[src/rtl/pal_pkg.sv]
package pal_pkg;

    typedef enum logic {
        PATH_COMB = 1'b0,
        PATH_REG  = 1'b1
    } path_e;

endpackage

[src/rtl/pal_and_plane.sv]
module pal_and_plane #(
    parameter int N_SIG = 8,
    parameter int N_PT  = 4,
    localparam int LIT_W = 2 * N_SIG
) (
    input  logic [LIT_W-1:0]      lits,
    input  logic [N_PT*LIT_W-1:0] masks,
    output logic [N_PT-1:0]       terms
);

    for (genvar t = 0; t < N_PT; t++) begin : gen_term
        logic [LIT_W-1:0] mask;
        assign mask     = masks[t*LIT_W +: LIT_W];
        // An empty mask yields 0 so unused terms do not disturb the OR
        assign terms[t] = (|mask) && ((lits & mask) == mask);
    end

endmodule

[src/rtl/pal_macrocell.sv]
module pal_macrocell
    import pal_pkg::*;
(
    input  logic  clk,
    input  logic  rst,
    input  logic  sum,
    input  path_e path_sel,
    input  logic  oe,
    output logic  reg_q,
    output logic  fb,
    output logic  pin_q,
    output logic  pin_en
);

    logic q_r;

    always_ff @(posedge clk) begin
        if (rst) begin
            q_r <= 1'b0;
        end else begin
            q_r <= sum;
        end
    end

    always_comb begin
        unique case (path_sel)
            PATH_REG:  fb = q_r;
            PATH_COMB: fb = sum;
            default:   fb = sum;
        endcase
    end

    assign reg_q  = q_r;
    assign pin_en = oe;
    assign pin_q  = oe & fb;

endmodule

[src/rtl/pal_array.sv]
module pal_array
    import pal_pkg::*;
#(
    parameter int N_IN  = 4,
    parameter int N_OUT = 4,
    parameter int N_PT  = 4,
    localparam int N_SIG      = N_IN + N_OUT,
    localparam int LIT_W      = 2 * N_SIG,
    localparam int TERM_CFG_W = N_PT * LIT_W,
    localparam int CFG_W      = N_OUT * TERM_CFG_W
) (
    input  logic             clk,
    input  logic             rst,
    input  logic [N_IN-1:0]  in_pins,
    input  logic [CFG_W-1:0] and_cfg,
    input  logic [N_OUT-1:0] path_cfg,
    input  logic [N_OUT-1:0] oe_cfg,
    output logic [N_OUT-1:0] pin_q,
    output logic [N_OUT-1:0] pin_en
);

    logic [N_OUT-1:0] reg_vec;
    logic [N_OUT-1:0] fb_vec;
    logic [N_OUT-1:0] sum_vec;

    for (genvar j = 0; j < N_OUT; j++) begin : gen_out
        logic [N_OUT-1:0] fb_src;
        logic [LIT_W-1:0] lits;
        logic [N_PT-1:0]  terms;
        logic             sum_l;
        logic             fb_l;
        logic             q_l;
        logic             pq_l;
        logic             pe_l;

        // Live feedback only from lower outputs; otherwise the register
        for (genvar k = 0; k < N_OUT; k++) begin : gen_fb
            if (k < j) begin : g_live
                assign fb_src[k] = gen_out[k].fb_l;
            end else begin : g_reg
                assign fb_src[k] = reg_vec[k];
            end
        end

        for (genvar s = 0; s < N_IN; s++) begin : gen_in_lit
            assign lits[2*s]     = in_pins[s];
            assign lits[2*s + 1] = ~in_pins[s];
        end

        for (genvar k = 0; k < N_OUT; k++) begin : gen_fb_lit
            assign lits[2*(N_IN + k)]     = fb_src[k];
            assign lits[2*(N_IN + k) + 1] = ~fb_src[k];
        end

        pal_and_plane #(
            .N_SIG (N_SIG),
            .N_PT  (N_PT)
        ) u_plane (
            .lits  (lits),
            .masks (and_cfg[j*TERM_CFG_W +: TERM_CFG_W]),
            .terms (terms)
        );

        assign sum_l = |terms;

        pal_macrocell u_mc (
            .clk      (clk),
            .rst      (rst),
            .sum      (sum_l),
            .path_sel (path_e'(path_cfg[j])),
            .oe       (oe_cfg[j]),
            .reg_q    (q_l),
            .fb       (fb_l),
            .pin_q    (pq_l),
            .pin_en   (pe_l)
        );

        assign reg_vec[j] = q_l;
        assign fb_vec[j]  = fb_l;
        assign sum_vec[j] = sum_l;
        assign pin_q[j]   = pq_l;
        assign pin_en[j]  = pe_l;
    end

endmodule

[config.mk]
export PLATFORM = sky130hd
export DESIGN_NAME = pal_array
export DESIGN_NICKNAME = d
export VERILOG_FILES = /design/src/rtl/pal_pkg.sv /design/src/rtl/pal_and_plane.sv /design/src/rtl/pal_macrocell.sv /design/src/rtl/pal_array.sv
export SDC_FILE = /design/constraint.sdc
export NUM_CORES = 1
export LEC_CHECK = 0
export BUFFER_PORTS_ARGS = -buffer_cell sky130_fd_sc_hd__buf_2
export CORE_AREA = 4 4 106 108
export DETAILED_ROUTE_END_ITERATION = 8
export DIE_AREA = 0 0 110 112
export MAX_ROUTING_LAYER = met4
export PLACE_DENSITY = 0.68
export RECOVER_POWER = 25
export SYNTH_ARGS = -nofsm -noshare
export SYNTH_HDL_FRONTEND = slang
export SYNTH_HIERARCHICAL = 1
export SYNTH_SLANG_ARGS = --single-unit
[constraint.sdc]
create_clock -name clk -period 9.6 [get_ports clk]
set_input_delay 1.92 -clock clk [delete_from_list [all_inputs] [get_ports clk]]
set_output_delay 1.92 -clock clk [all_outputs]
set_load 0.01 [all_outputs]
==> impl_metrics.yaml <==
yosys:
  yosysUniqueCellTypes: 22
  ys_warn_count: 6
  synthMuxAreaShare_pct: 2.02
  ys_seq_elements: 4
  synthAdderAreaFrac_pct: 0
  synthSimpleGateAreaFrac_pct: 41.6
  synth.cell_area_um2: 2970
  synth_top_family_by_area: "simple AND/OR/NAND/NOR gates"
  synth-compound-area-share_pct: 32.6
  netlist_instances: 459
  synth_fp_nets: 729
  synth_seq_area_share_pct: 2.69
  synthXorXnorAreaFrac_pct: 0
  syn_area_per_cell_um2: 6.48
clocking:
  clock_latency_ns: 0.21
  path_clk_slew_ns: 0.03
  cts_made_buffers: 3
  cts_sinks: 4
  cts_tree: "built"
  holdBufCountCts: 0
  clk_path_buf_depth: 2
  h-tree-depth: 1
  clockRootBuffer: "clkbuf_8"
worst_hold_path:
  hp-start: "gen_out[0].u_mc/reg_q"
  hold_path_class: "flop to flop"
  hold_path_depth: 6
  worst_hold_path.endpoint: "gen_out[0].u_mc/reg_q"
layout:
  mostFrequentLayoutCells: "264 x buf_2, 133 x inv_1, 55 x nor4_1, 36 x o22ai_1, 34 x nand2b_1"
  fin_util_pct: 49.1
  area_growth_pct: 69.0
  drive_above_1_share_pct: 48.5
  largest_reg_flops: 4
  fill_cells: 1106
  layout_commonest_cell: "buf_2"
  diodes: 0
  final_net_count: 1028
global_routing:
  antenna_found_initial: 0
  grt_pass1_vias: 4935
  grt_start_max_net_pins: 18
  busiest_layer: "met2"
  grt_util_met3_pct: 3.01
  grt_overflow: 0
  met1_usage_pct: 32.7
  grt_first_pass_wirelength_um: 24600
  grt_use_met2_pct: 43.5
  track_usage_pct: 25.6
sta:
  hold_viol_final: 0
  finClkSkew_ns: 0.000841
  drv_slew: 0
  fin_ws_ns: 0.171
  tightest_slew_ns: 0.813
  max_slew_margin_pct: 45.7
  setup_viol: 0
  period_share_pct: 98.2
  timing.final.crit_period_ns: 9.43
  fmax_mhz: 106
placed_design:
  place_ws_ns: -0.125
  hpwl_um: 14000
  port_buffers: 277
  gp_routability_congestion: 0.976
route:
  drt-initial-drc-count: 378
  wl_per_cell_um: 18.7
  drc: 0
  firstDrtPassIters: 5
  via_per_inst: 5.50
  vias: 4902
  ant_nets: 0
  drt-total-wl_um: 16700
power_and_ir_drop:
  p_per_area_nw_per_um2: 45.4
  p_int_uw: 131
  clockPowerShare_pct: 15.4
  peakVddDrop_v: 0.0000236
  switchingPower_uw: 97.3
  p_sw_share_pct: 42.6
  power.leakage_uw: 0.00269
  combinationalPowerShare_pct: 76.9
  seq_power_share_pct: 7.7
setup_path:
  rrSetupSlack_ns: 3.58
  crit_required_ns: 7.68
  worstReg2RegEnd: "gen_out[3].u_mc/reg_q"
  critPathBufInv: 7
  ff2ff_path_depth: 26
  critPathLaunchType: "primary input"
  arrival_ns: 7.51
  endpoint_kind: "output pin"
  worst_path_dominant_cell_family: "simple AND/OR/NAND/NOR gates"
  r2r-start: "gen_out[3].u_mc/reg_q"
  max_stage_delay_ns: 0.53
  worstPathMaxFanout: 7
  slowest_stage: "or4_4"
  path_class: "primary input to output pin"
floorplanning:
  core_area_um2: 10200
  die_y_um: 112
  start_util_pct: 29.1
  boundaryPins: 278
  dieArea_um2: 12300
  num_rows: 37
  die_width_um: 110
run:
  maxCapViolations: 0
status:
  status: "completed"
[kinds of logic (layout without fill, tap and decap cells)]
logic type	Yosys count	in the layout
multiplexers	4	4
AND/OR/NAND/NOR	188	188
buffers and inverters	155	452
AO/OA/AOI/OAI	108	108
flip-flops	4	4
[power groups by stage]
stage | Combinational, uW | Sequential (uW) | Clock, uW
final | 175 | 17.5 | 35.2
after global routing | 190 | 17.5 | 38.0
after CTS | 160 | 17.5 | 36.4
after detailed placement | 158 | 17.7 | 0
after global placement | 159 | 17.7 | 0
after floorplan | 61.7 | 17.6 | 0
[routing by layer]
| layer | share of wire, % | up-vias | wire length (um) |
|---|---|---|---|
| li1 | - | 2315 | - |
| met1 | 41 | 2256 | 6790 |
| met2 | 49 | 304 | 8110 |
| met3 | 9.6 | 27 | 1610 |
| met4 | 1.2 | 0 | 200 |
| met5 | 0 | - | 0 |
[worst register-to-register path, delay by kind of cell, from the launching register on]
kind,cells,cell delay (ns)
mux,3,0.89
simple gates,13,3.27
buf+inv,5,0.96
flops,1,0.30
compound gates,5,0.47
[what timing repair did]
| action | 4_1_cts | 5_1_grt |
|---|---|---|
| resized for setup | 6 | 67 |
| endpoints found under the setup margin | 1 | 1 |
| buffers inserted | 0 | 4 |
| pin swaps | 0 | 41 |
| gates cloned | 0 | 0 |
[Yosys cell counts]
library cell / count / share of area (%)
inv_1: 143 / 18
nor4_1: 64 / 13
o22ai_1: 44 / 9.3
nand2b_1: 36 / 7.6
a221oi_1: 24 / 7.1
nor2b_1: 24 / 5.0
nand4_1: 16 / 3.4
a22o_1: 12 / 3.5
and4_1: 12 / 3.5
buf_4: 12 / 3.0
nor3_1: 12 / 2.0
o2111ai_1: 12 / 3.5
a2111oi_4: 8 / 7.4
and2b_1: 8 / 2.0
a21oi_1: 4 / 0.67
and2_4: 4 / 1.2
dfxtp_1: 4 / 2.7
mux2_4: 4 / 2.0
nand3_1: 4 / 0.67
nor4_2: 4 / 1.7
o221ai_1: 4 / 1.2
or4_1: 4 / 1.0
[worst max-delay path by stage]
stage,cells after the start,from,endpoint,slack (ns)
6_report,29,in_pins[3],pin_q[3],0.17
2_1_floorplan,26,in_pins[3],pin_q[3],0.37
3_3_place_gp,27,in_pins[1],pin_q[3],0.009
3_5_place_dp,27,in_pins[0],pin_q[3],-0.13
5_1_grt,29,in_pins[3],pin_q[3],-0.02
4_1_cts,26,in_pins[2],pin_q[3],0.004
[final cells by class]
cell class | count | area [um2] | share of cell area, %
Inverter | 143 | 564 | 11.2
Clock buffer | 3 | 41.3 | 0.821
Tap cell | 136 | 170 | 3.38
Timing Repair Buffer | 306 | 1680 | 33.5
Multi-Input combinational cell | 300 | 2490 | 49.5
Sequential cell | 4 | 80.1 | 1.59
[metrics by stage]
stage / instance area [um2] / hold slack, ns / power [uW] / std cells / TNS (ns)
3_3_place_gp: 4640 / 1.30 / 177 / 885 / 0
4_1_cts: 4690 / 1.29 / 213 / 888 / 0
6_report: 5030 / 1.32 / 228 / 892 / 0
2_1_floorplan: 2970 / 1.06 / 79.3 / 459 / 0
3_5_place_dp: 4640 / 1.30 / 176 / 885 / -0.125
5_1_grt: 5030 / 1.38 / 245 / 892 / -0.0239
(Power assumes the default switching activity.)
